### config.mk
export PLATFORM = sky130hd
export DESIGN_NAME = sec_countdown_alarm
export DESIGN_NICKNAME = d
export VERILOG_FILES = /design/src/rtl/scda_pkg.sv /design/src/rtl/scda_counter.sv /design/src/rtl/scda_regs.sv /design/src/rtl/scda_outgate.sv /design/src/rtl/sec_countdown_alarm.sv
export SDC_FILE = /design/constraint.sdc
export NUM_CORES = 1
export LEC_CHECK = 0
export ABC_AREA = 1
export BUFFER_PORTS_ARGS = -buffer_cell sky130_fd_sc_hd__clkbuf_2
export CORE_MARGIN = 2
export CORE_UTILIZATION = 31
export CTS_CLUSTER_SIZE = 12
export DETAILED_ROUTE_END_ITERATION = 8
export SYNTH_ARGS = -nofsm -noshare
export SYNTH_HDL_FRONTEND = slang
export SYNTH_SLANG_ARGS = --single-unit
### constraint.sdc
create_clock -name clk -period 3.7 [get_ports clk]
set_input_delay 0.37 -clock clk [delete_from_list [all_inputs] [get_ports clk]]
set_output_delay 0.37 -clock clk [all_outputs]
set_load 0.02 [all_outputs]
### src/rtl/scda_pkg.sv
// Package: shared register offsets for the seconds countdown alarm.
// Assumes byte offsets that fit in eight bits.
package scda_pkg;
    localparam logic [7:0] OFF_LOAD  = 8'h20;
    localparam logic [7:0] OFF_LIVE  = 8'h24;
    localparam logic [7:0] OFF_CEN   = 8'h28;
    localparam logic [7:0] OFF_IEN   = 8'h2C;
    localparam logic [7:0] OFF_PEND  = 8'h30;
    localparam logic [7:0] OFF_WKEN  = 8'h44;
    localparam logic [7:0] OFF_WKIE  = 8'h48;
    localparam logic [7:0] OFF_WKPND = 8'h4C;
    localparam logic [7:0] OFF_WAKE  = 8'h50;
endpackage

### src/rtl/scda_counter.sv
// Module: live seconds counter.
// A load has priority over a tick. The counter decrements only while it is
// enabled and nonzero. It pulses fire on the tick that takes it from 1 to 0.
// Assumes sec_tick is synchronous to clk.
module scda_counter #(
    parameter int CNT_W = 32
) (
    input  logic             clk,
    input  logic             rst_n,
    input  logic             load_stb,
    input  logic [CNT_W-1:0] load_data,
    input  logic             cnt_en,
    input  logic             sec_tick,
    output logic [CNT_W-1:0] cnt_q,
    output logic             fire
);
    localparam logic [CNT_W-1:0] ONE = CNT_W'(1);

    logic step;

    // Decide whether this cycle takes a decrement step.
    always_comb begin
        step = cnt_en && sec_tick && !load_stb && (cnt_q != '0);
        fire = step && (cnt_q == ONE);
    end

    // Hold, load or decrement the live count.
    always_ff @(posedge clk) begin
        if (!rst_n)
            cnt_q <= '0;
        else if (load_stb)
            cnt_q <= load_data;
        else if (step)
            cnt_q <= cnt_q - ONE;
    end
endmodule

### src/rtl/scda_regs.sv
// Module: register decode for the alarm and the weekly group.
// Holds the load value, the enables and the pending flags.
// An expiry wins over a clear that arrives in the same cycle.
// The weekly pending flag has no set source.
module scda_regs
    import scda_pkg::*;
#(
    parameter int DATA_W = 32,
    parameter int ADDR_W = 8
) (
    input  logic              clk,
    input  logic              rst_n,
    input  logic [ADDR_W-1:0] reg_addr,
    input  logic              reg_wen,
    input  logic [DATA_W-1:0] reg_wdata,
    input  logic [DATA_W-1:0] live_cnt,
    input  logic              fire,
    output logic [DATA_W-1:0] reg_rdata,
    output logic              load_stb,
    output logic              cnt_en,
    output logic              irq_en,
    output logic              wake_en,
    output logic              pending
);
    logic [DATA_W-1:0] load_q;
    logic wk_en, wk_ie, wk_pend;
    logic hit_load, hit_cen, hit_ien, hit_pend, hit_wake;
    logic hit_wken, hit_wkie, hit_wkpnd;

    // Decode write strobes per register.
    always_comb begin
        hit_load  = reg_wen && (reg_addr == ADDR_W'(OFF_LOAD));
        hit_cen   = reg_wen && (reg_addr == ADDR_W'(OFF_CEN));
        hit_ien   = reg_wen && (reg_addr == ADDR_W'(OFF_IEN));
        hit_pend  = reg_wen && (reg_addr == ADDR_W'(OFF_PEND));
        hit_wake  = reg_wen && (reg_addr == ADDR_W'(OFF_WAKE));
        hit_wken  = reg_wen && (reg_addr == ADDR_W'(OFF_WKEN));
        hit_wkie  = reg_wen && (reg_addr == ADDR_W'(OFF_WKIE));
        hit_wkpnd = reg_wen && (reg_addr == ADDR_W'(OFF_WKPND));
        load_stb  = hit_load;
    end

    // Update the control bits and the load register.
    always_ff @(posedge clk) begin
        if (!rst_n) begin
            load_q  <= '0;
            cnt_en  <= 1'b0;
            irq_en  <= 1'b0;
            wake_en <= 1'b0;
            wk_en   <= 1'b0;
            wk_ie   <= 1'b0;
        end else begin
            if (hit_load) load_q  <= reg_wdata;
            if (hit_cen)  cnt_en  <= reg_wdata[0];
            if (hit_ien)  irq_en  <= reg_wdata[0];
            if (hit_wake) wake_en <= reg_wdata[0];
            if (hit_wken) wk_en   <= reg_wdata[0];
            if (hit_wkie) wk_ie   <= reg_wdata[0];
        end
    end

    // Sticky pending flags, cleared by writing one; an expiry wins.
    always_ff @(posedge clk) begin
        if (!rst_n) begin
            pending <= 1'b0;
            wk_pend <= 1'b0;
        end else begin
            if (fire)
                pending <= 1'b1;
            else if (hit_pend && reg_wdata[0])
                pending <= 1'b0;
            if (hit_wkpnd && reg_wdata[0])
                wk_pend <= 1'b0;
        end
    end

    // Read multiplexer; unmapped offsets return zero.
    always_comb begin
        reg_rdata = '0;
        case (reg_addr)
            ADDR_W'(OFF_LOAD):  reg_rdata = load_q;
            ADDR_W'(OFF_LIVE):  reg_rdata = live_cnt;
            ADDR_W'(OFF_CEN):   reg_rdata[0] = cnt_en;
            ADDR_W'(OFF_IEN):   reg_rdata[0] = irq_en;
            ADDR_W'(OFF_PEND):  reg_rdata[0] = pending;
            ADDR_W'(OFF_WAKE):  reg_rdata[0] = wake_en;
            ADDR_W'(OFF_WKEN):  reg_rdata[0] = wk_en;
            ADDR_W'(OFF_WKIE):  reg_rdata[0] = wk_ie;
            ADDR_W'(OFF_WKPND): reg_rdata[0] = wk_pend;
            default:            reg_rdata = '0;
        endcase
    end
endmodule

### src/rtl/scda_outgate.sv
// Module: gates the pending flag onto the interrupt and wakeup outputs.
// Purely combinational, so both outputs follow register changes at once.
module scda_outgate (
    input  logic pending,
    input  logic irq_en,
    input  logic wake_en,
    output logic alarm_irq,
    output logic alarm_wake
);
    // Apply the separate enable for each output.
    always_comb begin
        alarm_irq  = pending & irq_en;
        alarm_wake = pending & wake_en;
    end
endmodule

### src/rtl/sec_countdown_alarm.sv
// Module: top of the seconds countdown alarm.
// Connects the register decode, the live counter and the output gating.
// Assumes a one-cycle sec_tick pulse and a synchronous active-low reset.
module sec_countdown_alarm #(
    parameter int DATA_W = 32,
    parameter int ADDR_W = 8
) (
    input  logic              clk,
    input  logic              rst_n,
    input  logic              sec_tick,
    input  logic [ADDR_W-1:0] reg_addr,
    input  logic              reg_wen,
    input  logic [DATA_W-1:0] reg_wdata,
    output logic [DATA_W-1:0] reg_rdata,
    output logic              alarm_irq,
    output logic              alarm_wake
);
    logic [DATA_W-1:0] cnt_q;
    logic fire, load_stb, cnt_en, irq_en, wake_en, pending;

    scda_regs #(.DATA_W(DATA_W), .ADDR_W(ADDR_W)) u_regs (
        .clk(clk), .rst_n(rst_n), .reg_addr(reg_addr), .reg_wen(reg_wen),
        .reg_wdata(reg_wdata), .live_cnt(cnt_q), .fire(fire),
        .reg_rdata(reg_rdata), .load_stb(load_stb), .cnt_en(cnt_en),
        .irq_en(irq_en), .wake_en(wake_en), .pending(pending)
    );

    scda_counter #(.CNT_W(DATA_W)) u_cnt (
        .clk(clk), .rst_n(rst_n), .load_stb(load_stb), .load_data(reg_wdata),
        .cnt_en(cnt_en), .sec_tick(sec_tick), .cnt_q(cnt_q), .fire(fire)
    );

    scda_outgate u_gate (
        .pending(pending), .irq_en(irq_en), .wake_en(wake_en),
        .alarm_irq(alarm_irq), .alarm_wake(alarm_wake)
    );
endmodule

Word-level counts from Yosys, hierarchy flattened
Index checks and enable logic that the tools add are counted. W data, S select, Z words.

Add/sub/neg operators: 1. $mul: 0. Div/mod/pow operators: 0. Order comparisons: 0. Eq/ne operators: 9. Shift operators: 0. Mux-type cells: 6. Bitwise logic cells: 2. Reduce and logical (&&, ||, !) cells: 16.

Operator list (number): $mux W32 (2); $pmux W31 S2 (1); $eq A8 B6 Y1 const B (5); $eq A32 B1 Y1 const B (1); $reduce_bool A32 Y1 (1); $sub A32 B1 Y32 const B (1); $eq A8 B7 Y1 const B (3); $logic_and A1 B1 Y1 (12); $pmux W1 S8 (1); $reduce_bool A2 Y1 (2); $and A1 B1 Y1 (2); $mux W1 (2); $logic_not A1 Y1 (1).

Register bits after elaboration: 70. Latch bits: 0. RAM bits: 0. ROM bits: 0. Input bits: 44. Output and inout bits: 34. Word-level logic and storage cells: 42. Memories: 0.

Longest topological paths before layout
Depth after elaboration: 7. Mapped depth: 14. Mapped depth without buffers: 12.

Hierarchy
A second synthesis with hierarchy kept.

Cells, all modules: 850. Area total of the unflattened synthesis: 4895.9 um^2.

Modules (own cells, without submodules): scda_counter (times used 1, cells each 441, area each 2561.2 um^2, sequential area each 640.6 um^2); scda_regs (times used 1, cells each 405, area each 2319.7 um^2, sequential area each 760.7 um^2); scda_outgate (times used 1, cells each 4, area each 15.0 um^2, sequential area each 0.0 um^2).

Worst setup path before layout
No wires, ideal clock.

Kind: input to output. Start: input port reg_addr[0]. End: output port reg_rdata[10]. Arrival time: 1.507 ns. Data required time: 3.330 ns. Slack: 1.823 ns. Stages on the path: 6. Buffers on the path: 1. Path through: inv_1 -> nand2_1 -> nor3_1 -> nand2_1 -> clkbuf_1 -> o21ai_0.

Longest elaborated chain between the ends: 2. Elaborated cells between the ends (all ways): 3. Those cells by class: 2 x eq/ne; 1 x mux.

RTL lines: start, declared (RTL line sec_countdown_alarm.sv:11) `input logic [ADDR_W-1:0] reg_addr,`; $eq A8 B6 Y1 (RTL line scda_regs.sv:80) `case (reg_addr)`; $pmux W31 S2 * (RTL line scda_regs.sv:80); end, declared (RTL line sec_countdown_alarm.sv:14) `output logic [DATA_W-1:0] reg_rdata,`.

Mark *: on every way between the ends. The rest lies on a longest branch, timed or not.

Worst setup path after layout
Start: register u_cnt.cnt_q[0]. End: register u_cnt.cnt_q[20].

Longest elaborated chain between the ends: 3. Elaborated cells between the ends (all ways): 6. Those cells by class: 1 x add/sub; 2 x mux; 3 x reduce/logical.

RTL lines: start, declared (RTL line scda_counter.sv:14) `output logic [CNT_W-1:0] cnt_q,`; start signal, assigned (RTL line scda_counter.sv:32) `cnt_q <= load_data;`; start signal, assigned (RTL line scda_counter.sv:34) `cnt_q <= cnt_q - ONE;`; $sub A32 B1 Y32 / $reduce_bool A32 Y1 (equally long branches) (RTL line scda_counter.sv:34, scda_counter.sv:23); $mux W32 / $logic_and A1 B1 Y1 (equally long branches) (RTL line scda_counter.sv:33, scda_counter.sv:23); $mux W32 / $reduce_bool A2 Y1 (equally long branches).

Parallel ways exist; a longest one is shown, timed or not. The select of a mux whose other input is x is not followed. A chain may end at the register's enable or synchronous reset.

==> results.sh <==
export IMPL_status="finished, final reports clean"
export IMPL_async_reset_ff_share_pct=0
export IMPL_grt_pass1_vias=4406
export IMPL_nFillCells=1587
export IMPL_switchingPower_mw=0.377
export IMPL_grt_overflow=0
export IMPL_start_util_pct=31.5
export IMPL_top_usage_layer="met2"
export IMPL_fp_row_count=43
export IMPL_final_area_sq_um=5070
export IMPL_drive_gt1_share_pct=15.4
export IMPL_power_frac_seq_pct=46.4
export IMPL_cts_resized=0
export IMPL_crit_fanout=40
export IMPL_cts_buffers=9
export IMPL_ir_worst_vdd_mv=0.156
export IMPL_relSlewSlack_pct=49.0
export IMPL_cts_tree="done"
export IMPL_multi_input_area_sq_um=2510
export IMPL_p_total_mw=1.63
export IMPL_cp_depth=12
export IMPL_cap_violations=0
export IMPL_insertion_delay_ns=0.34
export IMPL_syn2layout_area_growth_pct=16.7
export IMPL_grt_total_usage_pct=18.2
export IMPL_cts_root_buf="clkbuf_16"
export IMPL_dieArea_sq_um=15000
export IMPL_layout_min_cycle_time_ns=2.51
export IMPL_crit_top_cell="nor2_1"
export IMPL_use_met3_pct=4.00
export IMPL_path_clk_slew_ns=0.06
export IMPL_worstSetupPathType="reg -> reg"
export IMPL_dr_total_vias=4618
export IMPL_avgViaCountPerCell=4.71
export IMPL_synth_top_flop_cell="dfxtp_1"
export IMPL_syn_avg_cell_area_sq_um=5.90
export IMPL_cts_buffer_depth=2
export IMPL_yosysTopAreaCell="dfxtp_1"
export IMPL_cts_setup_buffers=0
export IMPL_crit_family="simple AND/OR/NAND/NOR gates"
export IMPL_timing_hold_worst_path_depth=3
export IMPL_swShare_pct=23.1
export IMPL_use_met1_pct=24.6
export IMPL_p_per_area_nw_per_um2=322
export IMPL_path_cells="inv_1 > ha_1 > nand2_1 > nor2_1 > nand2_1 > nor2_4 > nand2_2 > nand2_4 > nand2_4 > inv_2 > nor2_1 > nor2_1"
export IMPL_synth_cell_types=25
export IMPL_synthTopCellsByCount="nand2_1, nor2_1, dfxtp_1"
export IMPL_grt_pass1_wl_mm=21.5
export IMPL_synth_edf_count=0
export IMPL_crit_arrival_ns=2.78
export IMPL_p_leak_nw=2.41
export IMPL_coreArea_sq_um=13800
export IMPL_grt_max_degree=41
export IMPL_synthCells=736
export IMPL_tightest_slew_ns=0.762
export IMPL_synth_area_sq_um=4340
export IMPL_h_tree_depth=3
export IMPL_yosysMostFrequentCell="nand2_1"
export IMPL_fin_setup_tns_ns=0
export IMPL_fp_dieW_microns=122
export IMPL_period_share_pct=67.8
export IMPL_antenna_found_initial=0
export IMPL_design_portCount=78
export IMPL_fin_nets=844
export IMPL_holdBufCountCts=0
export IMPL_cts_sinks=70
export IMPL_end_kind="register"
export IMPL_dp_hpwl_mm=9.38
export IMPL_antenna_diode_count=0
export IMPL_wl_per_cell_microns=13.2
export IMPL_ys_ff_latch=70
export IMPL_pwr_share_comb_pct=6.0
export IMPL_drc=0
export IMPL_max_stage_delay_ns=0.43
export IMPL_yosysTopAreaCellShare_pct=32.3
export IMPL_crit_slowest_cell="inv_2"
export IMPL_dr_pass1_iters=5
export IMPL_io_buffer_count=77
export IMPL_die_y_microns=122
export IMPL_p_int_mw=1.25
export IMPL_yosysSeqAreaShare_pct=32.3
export IMPL_fmax_mhz=398
export IMPL_hold_path_class="in -> reg"
export IMPL_clock_power_share_pct=47.6
export IMPL_ys_warn_count=0
export IMPL_cp_buffers_inverters=2
export IMPL_hold_viol=0
export IMPL_register_area_sq_um=1400
export IMPL_grtUsageMet2_pct=29.1
export IMPL_syn_num_nets=782
export IMPL_drtIter0Drc=305
export IMPL_drt_wl_total_mm=12.9
export IMPL_crit_required_ns=3.97
export IMPL_rr_worst_depth=12
export IMPL_finish_utilization_pct=36.8
export IMPL_skew_ns=0.00698
export IMPL_setup_violations=0
export IMPL_critPathLaunchType="register"
export IMPL_slew_violations=0
export IMPL_rsz0062_at_grt="false"
export IMPL_placed_cell_area_sq_um=4810
export IMPL_ant_nets=0
export IMPL_gp_congestion=0.925
export IMPL_synthTopCellsByArea="dfxtp_1, nand2_1, nor2_1, o21ai_0, a21oi_1"
state kept, by name (all words and copies together) (netlist names):
register	flops
u_regs.irq_en	1
u_regs.wk_ie	1
u_regs.wk_en	1
u_regs.wake_en	1
u_cnt.cnt_q	32
u_regs.load_q	32
u_regs.cnt_en	1
u_regs.pending	1
power by group through the flow:
stage / clock network (mW) / registers [mW] / logic, mW
global route: 0.832 / 0.756 / 0.112
detailed placement: 0 / 0.773 / 0.0976
floorplan: 0 / 0.773 / 0.0558
CTS: 0.789 / 0.757 / 0.0983
global placement: 0 / 0.773 / 0.0986
finish: 0.777 / 0.757 / 0.0978
worst reg2reg max path, stage by stage (launching register included):
cell	delay (ns)
dfxtp_1	0.34
inv_1	0.16
ha_1	0.26
nand2_1	0.09
nor2_1	0.15
nand2_1	0.16
nor2_4	0.17
nand2_2	0.08
nand2_4	0.12
nand2_4	0.27
inv_2	0.43
nor2_1	0.10
nor2_1	0.10
layout by cell type (no fill, tap or decap), drive strengths merged:
master,instances
ha,2
nor3,7
nand3,37
clkbuf,89
dfxtp,70
inv,68
nor2,147
clkinv,2
o21ai,72
o21bai,6
nand4,12
nand2,229
xor2,2
buf,5
a21oi,53
per-stage QoR:
step	setup slack, ns	cells	hold slack [ns]
after floorplan	1.82	736	0.424
after global placement	1.06	967	0.441
after detailed placement	1.00	967	0.445
after CTS	1.18	981	0.292
after global routing	0.895	981	0.288
final	1.19	981	0.292
cell type report:
class | count | area share [%]
clock buffers | 12 | 4.86
clock inverters | 2 | 0.197
flip-flops and latches | 70 | 27.6
repair buffers | 82 | 8.34
well taps | 180 | 4.44
inverters | 68 | 5.03
multi-input cells | 567 | 49.5
per-layer routing:
layer / wire [microns] / vias up
li1: - / 2462
met1: 6440 / 2032
met2: 5660 / 106
met3: 643 / 18
met4: 198 / 0
met5: 0 / -
final timing paths:
path / from / to / slack [ns]
max: u_cnt.cnt_q[0] / u_cnt.cnt_q[20] / 1.19
min: reg_wdata[27] / u_regs.load_q[27] / 0.29
max reg2reg: u_cnt.cnt_q[0] / u_cnt.cnt_q[20] / 1.19
min reg2reg: u_regs.wk_ie / u_regs.wk_ie / 0.45
cells by family after synthesis:
| group | after synthesis | share of synthesized area (%) |
|---|---|---|
| AOI/OAI and AO/OA | 131 | 16.0 |
| buffers and inverters | 99 | 9.99 |
| xor gates and xnor gates | 2 | 0.403 |
| and+or+nand+nor | 432 | 40.7 |
| DFF | 70 | 32.3 |
| adders and majority gates | 2 | 0.576 |
Note: power is estimated with default switching activity, not from simulation.
